`config.mk`:
```
export PLATFORM = sky130hd
export DESIGN_NAME = lockstep_cmp_diag
export DESIGN_NICKNAME = d
export VERILOG_FILES = /design/src/rtl/lsc_pkg.sv /design/src/rtl/lsc_key_ctrl.sv /design/src/rtl/lsc_compare.sv /design/src/rtl/lsc_status.sv /design/src/rtl/lockstep_cmp_diag.sv
export SDC_FILE = /design/constraint.sdc
export NUM_CORES = 1
export LEC_CHECK = 0
export ABC_AREA = 1
export BUFFER_PORTS_ARGS = -buffer_cell sky130_fd_sc_hd__buf_2
export CAP_MARGIN = 20
export CELL_PAD_IN_SITES_DETAIL_PLACEMENT = 2
export CELL_PAD_IN_SITES_GLOBAL_PLACEMENT = 2
export CORE_ASPECT_RATIO = 0.9
export CORE_MARGIN = 2
export CORE_UTILIZATION = 17
export CTS_CLUSTER_SIZE = 30
export DETAILED_ROUTE_END_ITERATION = 12
export PLACE_DENSITY = 0.92
export SYNTH_ARGS = -nofsm -noshare
export SYNTH_HDL_FRONTEND = slang
export SYNTH_SLANG_ARGS = --single-unit
```
`constraint.sdc`:
```
create_clock -name clk -period 1.6 [get_ports clk]
set_clock_uncertainty 0.2 [all_clocks]
set_input_delay 0.16 -clock clk [delete_from_list [all_inputs] [get_ports clk]]
set_output_delay 0.16 -clock clk [all_outputs]
set_load 0.03 [all_outputs]
```
`src/rtl/lsc_pkg.sv`:
```
package lsc_pkg;

   typedef enum logic [1:0] {
      MODE_NORMAL    = 2'd0,
      MODE_ERR_FORCE = 2'd1,
      MODE_ST_FORCE  = 2'd2
   } lsc_mode_e;

   function automatic int unsigned lanes_for(input int unsigned width, input int unsigned lane);
      return (width + lane - 1) / lane;
   endfunction

endpackage

```
`src/rtl/lsc_key_ctrl.sv`:
```
module lsc_key_ctrl
   import lsc_pkg::*;
#(
   parameter int unsigned KEY_W         = 4,
   parameter logic [3:0]  KEY_ERR_FORCE = 4'h9,
   parameter logic [3:0]  KEY_ST_FORCE  = 4'hF,
   parameter int unsigned FORCE_LEN     = 1
) (
   input  logic             clk,
   input  logic             rst_n,
   input  logic             key_wr,
   input  logic [KEY_W-1:0] key_wdata,
   output logic [KEY_W-1:0] key_q,
   output lsc_mode_e        mode_q
);
   localparam int unsigned CNT_W = (FORCE_LEN > 1) ? $clog2(FORCE_LEN) : 1;
   localparam logic [CNT_W-1:0] CNT_LAST = CNT_W'(FORCE_LEN - 1);

   generate
      if (KEY_W != 4) begin : g_bad_key_w
         $error("lsc_key_ctrl: KEY_W must be 4");
      end
      if (FORCE_LEN < 1) begin : g_bad_len
         $error("lsc_key_ctrl: FORCE_LEN must be at least 1");
      end
      if (KEY_ERR_FORCE == KEY_ST_FORCE) begin : g_bad_keys
         $error("lsc_key_ctrl: forcing keys must differ");
      end
   endgenerate

   logic [CNT_W-1:0] cnt_q;
   logic             accept;
   logic             last;

   assign accept = key_wr && (mode_q == MODE_NORMAL);
   assign last   = (mode_q != MODE_NORMAL) && (cnt_q == CNT_LAST);

   always_ff @(posedge clk or negedge rst_n) begin
      if (!rst_n) begin
         key_q  <= '0;
         mode_q <= MODE_NORMAL;
         cnt_q  <= '0;
      end else if (accept) begin
         key_q <= key_wdata;
         cnt_q <= '0;
         if (key_wdata == KEY_ERR_FORCE)     mode_q <= MODE_ERR_FORCE;
         else if (key_wdata == KEY_ST_FORCE) mode_q <= MODE_ST_FORCE;
         else                                mode_q <= MODE_NORMAL;
      end else if (last) begin
         key_q  <= '0;
         mode_q <= MODE_NORMAL;
         cnt_q  <= '0;
      end else if (mode_q != MODE_NORMAL) begin
         cnt_q <= cnt_q + 1'b1;
      end
   end

   AST_RUN_ENDS: assert property (@(posedge clk) disable iff (!rst_n)
      last |=> (mode_q == MODE_NORMAL && key_q == '0));

   AST_BUSY_WRITE_IGNORED: assert property (@(posedge clk) disable iff (!rst_n)
      (mode_q != MODE_NORMAL && !last) |=> (key_q == $past(key_q) && mode_q == $past(mode_q)));

   AST_OTHER_KEY_NORMAL: assert property (@(posedge clk) disable iff (!rst_n)
      (accept && key_wdata != KEY_ERR_FORCE && key_wdata != KEY_ST_FORCE) |=> (mode_q == MODE_NORMAL));

endmodule

```
`src/rtl/lsc_compare.sv`:
```
module lsc_compare
   import lsc_pkg::*;
#(
   parameter int unsigned DATA_W     = 32,
   parameter int unsigned LANE_W     = 8,
   parameter bit          REG_INPUTS = 1'b0
) (
   input  logic              clk,
   input  logic              rst_n,
   input  logic [DATA_W-1:0] main_vec,
   input  logic [DATA_W-1:0] chk_vec,
   input  lsc_mode_e         mode,
   output logic              cmp_err_d,
   output logic              cmp_err_q,
   output logic              st_err_q,
   output logic              real_mismatch
);
   localparam int unsigned NUM_LANES = lanes_for(DATA_W, LANE_W);
   localparam int unsigned PAD_W     = NUM_LANES * LANE_W;

   generate
      if (DATA_W < 1 || LANE_W < 1) begin : g_bad_w
         $error("lsc_compare: widths must be positive");
      end
      if (LANE_W > DATA_W) begin : g_bad_lane
         $error("lsc_compare: LANE_W must not exceed DATA_W");
      end
   endgenerate

   logic [DATA_W-1:0] a_v, b_v;

   generate
      if (REG_INPUTS) begin : g_in_reg
         always_ff @(posedge clk or negedge rst_n) begin
            if (!rst_n) begin
               a_v <= '0;
               b_v <= '0;
            end else begin
               a_v <= main_vec;
               b_v <= chk_vec;
            end
         end
      end else begin : g_in_wire
         assign a_v = main_vec;
         assign b_v = chk_vec;
      end
   endgenerate

   logic [PAD_W-1:0]     a_pad, b_pad;
   logic [NUM_LANES-1:0] lane_diff;
   logic [NUM_LANES-1:0] shadow_diff;
   logic [NUM_LANES-1:0] st_flip;

   assign a_pad = PAD_W'(a_v);
   assign b_pad = PAD_W'(b_v);

   genvar gl;
   generate
      for (gl = 0; gl < NUM_LANES; gl++) begin : g_lane
         logic [LANE_W-1:0] la, lb;
         assign la = a_pad[gl*LANE_W +: LANE_W];
         assign lb = b_pad[gl*LANE_W +: LANE_W];
         assign lane_diff[gl]   = |(la ^ lb);
         assign shadow_diff[gl] = (la != lb);
      end
   endgenerate

   assign st_flip = (mode == MODE_ST_FORCE) ? NUM_LANES'(1) : '0;

   logic st_disagree;
   assign real_mismatch = |lane_diff;
   assign st_disagree   = |(lane_diff ^ (shadow_diff ^ st_flip));
   assign cmp_err_d     = real_mismatch || (mode == MODE_ERR_FORCE);

   always_ff @(posedge clk or negedge rst_n) begin
      if (!rst_n) begin
         cmp_err_q <= 1'b0;
         st_err_q  <= 1'b0;
      end else begin
         cmp_err_q <= cmp_err_d;
         st_err_q  <= st_disagree;
      end
   end

   AST_MISMATCH_PULSE: assert property (@(posedge clk) disable iff (!rst_n)
      (a_v != b_v) |=> cmp_err_q);

   AST_QUIET_PULSE: assert property (@(posedge clk) disable iff (!rst_n)
      (a_v == b_v && mode == MODE_NORMAL) |=> !cmp_err_q);

   AST_ERR_FORCE_PULSE: assert property (@(posedge clk) disable iff (!rst_n)
      (mode == MODE_ERR_FORCE) |=> cmp_err_q);

   AST_ST_FORCE_PULSE: assert property (@(posedge clk) disable iff (!rst_n)
      (mode == MODE_ST_FORCE) |=> st_err_q);

endmodule

```
`src/rtl/lsc_status.sv`:
```
module lsc_status #(
   parameter int unsigned REG_W = 8
) (
   input  logic             clk,
   input  logic             rst_n,
   input  logic             set_fail,
   input  logic             clr_wr,
   input  logic [REG_W-1:0] clr_mask,
   output logic [REG_W-1:0] status_q
);
   generate
      if (REG_W < 1) begin : g_bad_w
         $error("lsc_status: REG_W must be positive");
      end
   endgenerate

   logic fail_q;

   always_ff @(posedge clk or negedge rst_n) begin
      if (!rst_n)                      fail_q <= 1'b0;
      else if (set_fail)               fail_q <= 1'b1;
      else if (clr_wr && clr_mask[0])  fail_q <= 1'b0;
   end

   assign status_q = REG_W'(fail_q);

   AST_STICKY: assert property (@(posedge clk) disable iff (!rst_n)
      (fail_q && !(clr_wr && clr_mask[0])) |=> fail_q);

   AST_SET_WINS: assert property (@(posedge clk) disable iff (!rst_n)
      set_fail |=> fail_q);

endmodule

```
`src/rtl/lockstep_cmp_diag.sv`:
```
module lockstep_cmp_diag
   import lsc_pkg::*;
#(
   parameter int unsigned DATA_W     = 32,
   parameter int unsigned LANE_W     = 8,
   parameter bit          REG_INPUTS = 1'b0,
   parameter int unsigned ADDR_W     = 2,
   parameter int unsigned REG_W      = 8,
   parameter int unsigned FORCE_LEN  = 1
) (
   input  logic              clk,
   input  logic              rst_n,
   input  logic              reg_wr,
   input  logic [ADDR_W-1:0] reg_addr,
   input  logic [REG_W-1:0]  reg_wdata,
   output logic [REG_W-1:0]  reg_rdata,
   input  logic [DATA_W-1:0] main_vec,
   input  logic [DATA_W-1:0] chk_vec,
   output logic              cmp_err,
   output logic              st_err
);
   localparam int unsigned KEY_W = 4;
   localparam logic [ADDR_W-1:0] OFS_KEY  = ADDR_W'(0);
   localparam logic [ADDR_W-1:0] OFS_STAT = ADDR_W'(1);

   generate
      if (REG_W < KEY_W) begin : g_bad_reg_w
         $error("lockstep_cmp_diag: REG_W must hold the key");
      end
      if (ADDR_W < 1) begin : g_bad_addr_w
         $error("lockstep_cmp_diag: ADDR_W must be positive");
      end
   endgenerate

   logic             wr_key, wr_stat;
   logic [KEY_W-1:0] key_q;
   lsc_mode_e        mode_q;
   logic [REG_W-1:0] status_q;
   logic             cmp_err_d;
   logic             real_mismatch;

   assign wr_key  = reg_wr && (reg_addr == OFS_KEY);
   assign wr_stat = reg_wr && (reg_addr == OFS_STAT);

   lsc_key_ctrl #(
      .KEY_W    (KEY_W),
      .FORCE_LEN(FORCE_LEN)
   ) u_key (
      .clk      (clk),
      .rst_n    (rst_n),
      .key_wr   (wr_key),
      .key_wdata(reg_wdata[KEY_W-1:0]),
      .key_q    (key_q),
      .mode_q   (mode_q)
   );

   lsc_compare #(
      .DATA_W    (DATA_W),
      .LANE_W    (LANE_W),
      .REG_INPUTS(REG_INPUTS)
   ) u_cmp (
      .clk          (clk),
      .rst_n        (rst_n),
      .main_vec     (main_vec),
      .chk_vec      (chk_vec),
      .mode         (mode_q),
      .cmp_err_d    (cmp_err_d),
      .cmp_err_q    (cmp_err),
      .st_err_q     (st_err),
      .real_mismatch(real_mismatch)
   );

   lsc_status #(
      .REG_W(REG_W)
   ) u_stat (
      .clk     (clk),
      .rst_n   (rst_n),
      .set_fail(cmp_err_d),
      .clr_wr  (wr_stat),
      .clr_mask(reg_wdata),
      .status_q(status_q)
   );

   always_comb begin
      reg_rdata = '0;
      if (reg_addr == OFS_KEY)       reg_rdata = REG_W'(key_q);
      else if (reg_addr == OFS_STAT) reg_rdata = status_q;
   end

   AST_ST_KEEPS_STATUS: assert property (@(posedge clk) disable iff (!rst_n)
      (mode_q == MODE_ST_FORCE && !real_mismatch && !wr_stat) |=> $stable(status_q));

   AST_ST_NO_CMP: assert property (@(posedge clk) disable iff (!rst_n)
      (mode_q == MODE_ST_FORCE && !real_mismatch) |=> !cmp_err);

endmodule

```
[Yosys cells after proc, flatten, opt, wreduce, memory -nomap -nowiden]
Cells that the tools add are included.
Word-level totals
  register bits after elaboration: 10
  output and inout bits: 10
  word-level logic and storage cells: 55
Cells by class
  add/sub/neg operators: 1
  equality and inequality tests: 9
  mux-type cells: 14
  bitwise operators: 7
  reduce and logical (&&, ||, !) cells: 18
Operators by type and width (count)
  != test 8 bit: 4
  OR reduction 32 bit: 1
  OR reduction 8 bit: 4
  XOR 8 bit: 4
  2-to-1 mux 4 bit: 3
  == test 4 bit (second input constant): 2
  2-to-1 mux 2 bit: 4
  XOR 4 bit: 2
  2-to-1 mux 1 bit: 7
  nonzero test 2 bit: 3
  logical AND 1 bit: 5
  == test 2 x 1 -> 1 bit (second input constant): 2
  zero test 2 bit: 2
  OR reduction 4 bit: 1
  nonzero test 3 bit: 1
  == test 2 bit (second input constant): 1
  adder 1 bit (second input constant): 1
  logical OR 1 bit: 1
  inverter 1 bit: 1

[Logic depth before layout (Yosys ltp)]
  depth after elaboration: 5
  mapped depth: 9
  gate-level depth less buffers: 9

[Cells and area by module]
From an unflattened synthesis, not the netlist that was laid out.
Second synthesis, totals
  cell total of the unflattened synthesis: 195
  area total of the unflattened synthesis: 1103.6 um^2
Modules (own cells, without submodules)
  lsc_compare: instances 1, cells each 113, area an instance 575.6 um^2, sequential area each 50.0 um^2
  lsc_key_ctrl: instances 1, cells each 42, area an instance 320.3 um^2, sequential area each 175.2 um^2
  lockstep_cmp_diag: instances 1, cells each 26, area an instance 103.8 um^2, sequential area each 0.0 um^2
  lsc_status: instances 1, cells each 14, area an instance 103.8 um^2, sequential area each 25.0 um^2

[Least setup slack after synthesis]
OpenSTA, ideal clock, no wires.
  kind: input to output
  start: in reg_addr[1]
  end: out reg_rdata[0]
  arrival: 0.901 ns
  path slack: 0.339 ns
  stages: 2
  path buffers: 0
  cell sequence: or2_4 o21ai_1
Between the ends
  cells in the longest elaborated chain, start to end: 3
  elaborated cells between the ends (all ways): 4
Ends and longest elaborated chain
  start: declaration: RTL line lockstep_cmp_diag.sv:14  | input logic [ADDR_W-1:0] reg_addr,
  == test 2 x 1 -> 1 bit: RTL line lockstep_cmp_diag.sv:87  | else if (reg_addr == OFS_STAT) reg_rdata = status_q;
  2-to-1 mux 1 bit: RTL line lockstep_cmp_diag.sv:87
  2-to-1 mux 4 bit *: RTL line lockstep_cmp_diag.sv:86  | if (reg_addr == OFS_KEY) reg_rdata = REG_W'(key_q);
  end: declaration: RTL line lockstep_cmp_diag.sv:16  | output logic [REG_W-1:0] reg_rdata,
Mark *: on every way between the ends. The rest lies on a longest branch, timed or not.

[Final worst setup path]
  start: reg u_key.mode_q[0]
  end: reg u_key.key_q[1]
Between the ends
  cells in the longest elaborated chain, start to end: 3
  elaborated cells between the ends (all ways): 6
Ends and longest elaborated chain
  start: declaration: RTL line lsc_key_ctrl.sv:14  | output lsc_mode_e mode_q
  start signal: assignment: RTL line lsc_key_ctrl.sv:41  | mode_q <= MODE_NORMAL;
  start signal: assignment: RTL line lsc_key_ctrl.sv:46  | if (key_wdata == KEY_ERR_FORCE) mode_q <= MODE_ERR_FORCE;
  start signal: assignment: RTL line lsc_key_ctrl.sv:47  | else if (key_wdata == KEY_ST_FORCE) mode_q <= MODE_ST_FORCE;
  zero test 2 bit or nonzero test 2 bit (tied branches): RTL line lsc_key_ctrl.sv:35, lsc_key_ctrl.sv:36
  logical AND 1 bit, on equally long branches: RTL line lsc_key_ctrl.sv:35, lsc_key_ctrl.sv:36
  2-to-1 mux 4 bit or nonzero test 2 bit (tied branches)
  end signal: assignment: RTL line lsc_key_ctrl.sv:44  | key_q <= key_wdata;
  end: declaration: RTL line lsc_key_ctrl.sv:13  | output logic [KEY_W-1:0] key_q,
Several ways; a longest one is shown, not always the timed one.
A chain may end at the register's enable or synchronous reset.

==> metrics.cfg <==
[drt]
drt-wirelength-per-cell_um=10.24
vias_per_cell=3.855
dr.pass1.iters=2
drc=0
vias=1407
ant_nets=0
wl_um=3737
drtIter0Drc=17

[clock_tree]
tritoncts=built
holdBufCountCts=1
clockRootBuffer=clkbuf_8
cts_sinks=10
cts_buffers=3
insertion_delay_ns=0.23
htreeDepth=1
post_cts_buffers=0
post_cts_resized=0
cts_buffer_depth=2
path_clk_slew_ns=0.04

[pwr]
irDropWorstVdd_uv=202.8
p_per_area_mw_per_mm2=521.7
p_leak_nw=1.022

[final_layout]
fillers=800
drive_above_1_share_pct=32.73
utilization_pct=26.25
antenna_cells=0
synthToLayoutAreaGrowth_pct=49.13
most-common-layout-cells=buf_2 (78), nand2_1 (68), inv_1 (46)
final_common_cell=buf_2
fin_nets=357

[yosys]
synth.area.mux_share_pct=0
synth_xor_area_share_pct=6.474
synthSimpleGateAreaFrac_pct=42.89
yosysWarningCount=0
synth_cells=197
synth.avg_cell_area_sq_um=5.494
synthAdderAreaFrac_pct=0
ys_seq_area_share_pct=23.12
synth-compound-area-share_pct=6.358
synth_top_family_by_area=simple AND/OR/NAND/NOR gates
netlist_area_sq_mm=0.001082
yosysUniqueCellTypes=21
ys_ff_latch=10

[outcome]
run_status=finished clean

[global_routing]
grt_max_degree=11
grt.overflow.total=0
grt.total_usage_pct=11.26
grt_pass1_wl_um=6396
grt_pass1_vias=1594
antenna_found_initial=0

[floorplanning]
start_util_pct=17.60
core-area_sq_mm=0.006148
dieArea_sq_mm=0.007022
rows=27
die_y_um=79.70
die_w_um=88.11
io_pins=87

[sta]
fmax_ghz=0.6988
fin_ws_ns=0.1691
slew_violations=0
fin_crit_ns=1.431
finalSetupTns_ns=0
rsz0062_at_grt=no
setup_viol=0
final_hold_viol_count=0
min_period_over_period_pct=89.43

[run]
maxCapViolCount=0

[setup_path]
start_kind=register
crit_arrival_ns=1.34
cp.required_ns=1.51
crit_path_end_kind=register
path_class=register to register
crit_fanout=5

[placed_design]
dpl_worst_slack_ns=0.1788
routabilityCongestion=0.7746
place_hpwl_um=3496
numPortBuffers=78

[hold_path]
min_path_type=primary input to register

## synth_stat cells
cell	count	area share (%)
nand2_1	68	24
inv_1	46	16
nor2_1	25	8.7
dfrtp_1	10	23
nand3_1	9	4.2
xnor2_1	8	6.5
inv_2	5	1.7
o21ai_1	5	2.3
buf_4	4	2.8
o22ai_1	4	2.3
o21ai_0	2	0.92
or2_1	2	1.2
clkinv_1	1	0.35
conb_1	1	0.35
nand2_2	1	0.58
nand3_2	1	0.92
nand4_1	1	0.58
nor2_8	1	1.8
nor4_1	1	0.58
o21ai_2	1	0.81
or2_4	1	0.81
## kinds of logic (layout without fill, tap and decap cells)
logic type | Yosys count | in the layout
AO/OA/AOI/OAI | 12 | 12
AND/OR/NAND/NOR | 110 | 110
other | 1 | 4
flip-flops | 10 | 10
XOR/XNOR | 8 | 8
buffers and inverters | 56 | 134
## report_power, final
group / switching [W] / leakage [nW] / total, W / internal [W]
Combinational: 0.000172 / 0.877 / 0.000310 / 0.000138
Clock: 0.0000909 / 0.0216 / 0.000255 / 0.000164
Sequential: 0.00000638 / 0.124 / 0.000277 / 0.000271
## worst max-delay path, stage by stage, from the launching register on
cell and delay [ns]:
dfrtp_1 0.42, nor2_1 0.33, nand2_2 0.13, o21ai_2 0.12, o22ai_1 0.11
## through the flow
stage	hold WS, ns	cell area (sq um)	instances	total power, W
floorplan	-0.3356	1094	200	0.0004490
global placement	-0.1725	1563	361	0.0005730
detailed placement	-0.1719	1563	361	0.0005955
CTS	0.01482	1614	365	0.0008638
global route	0.03813	1614	365	0.0009221
finish	0.01605	1614	365	0.0008420
## final timing paths
| check | start | end | slack, ns | cells past startpoint |
|---|---|---|---|---|
| worst max-delay path | u_key.mode_q[0] | u_key.key_q[1] | 0.17 | 4 |
| worst min-delay path | reg_wdata[3] | u_key.key_q[3] | 0.02 | 3 |
| worst max register to register | u_key.mode_q[0] | u_key.key_q[1] | 0.17 | 4 |
| worst min register to register | u_key.mode_q[1] | u_key.cnt_q | 0.30 | 1 |
| max in group asynchronous | rst_n | u_key.key_q[0] | 0.90 | 2 |
| min in group asynchronous | rst_n | u_key.key_q[1] | 0.12 | 2 |
## registers in the layout (all words and copies together) (netlist names)
register and flops:
u_key.cnt_q 1, u_cmp.cmp_err_q 1, u_key.mode_q 2, u_key.key_q 4, u_stat.fail_q 1, u_cmp.st_err_q 1
## layout make-up
class,instances,area [sq um],share of cell area [%]
Clock buffer,3,41.29,2.558
Inverter,52,195.2,12.09
Multi-Input combinational cell,134,618.1,38.29
Sequential cell,10,250.2,15.50
Tap cell,87,108.9,6.744
Timing Repair Buffer,79,400.4,24.81
## per-layer routing
metal / GRT usage, % / up-vias / wire length, um
met5: 0 / - / 0
met2: 22.88 / 46 / 2063
met1: 11.78 / 634 / 1401
li1: - / 723 / -
met4: 2.273 / 0 / 34
met3: 2.068 / 4 / 238
Note: power is estimated with default switching activity, not from simulation.
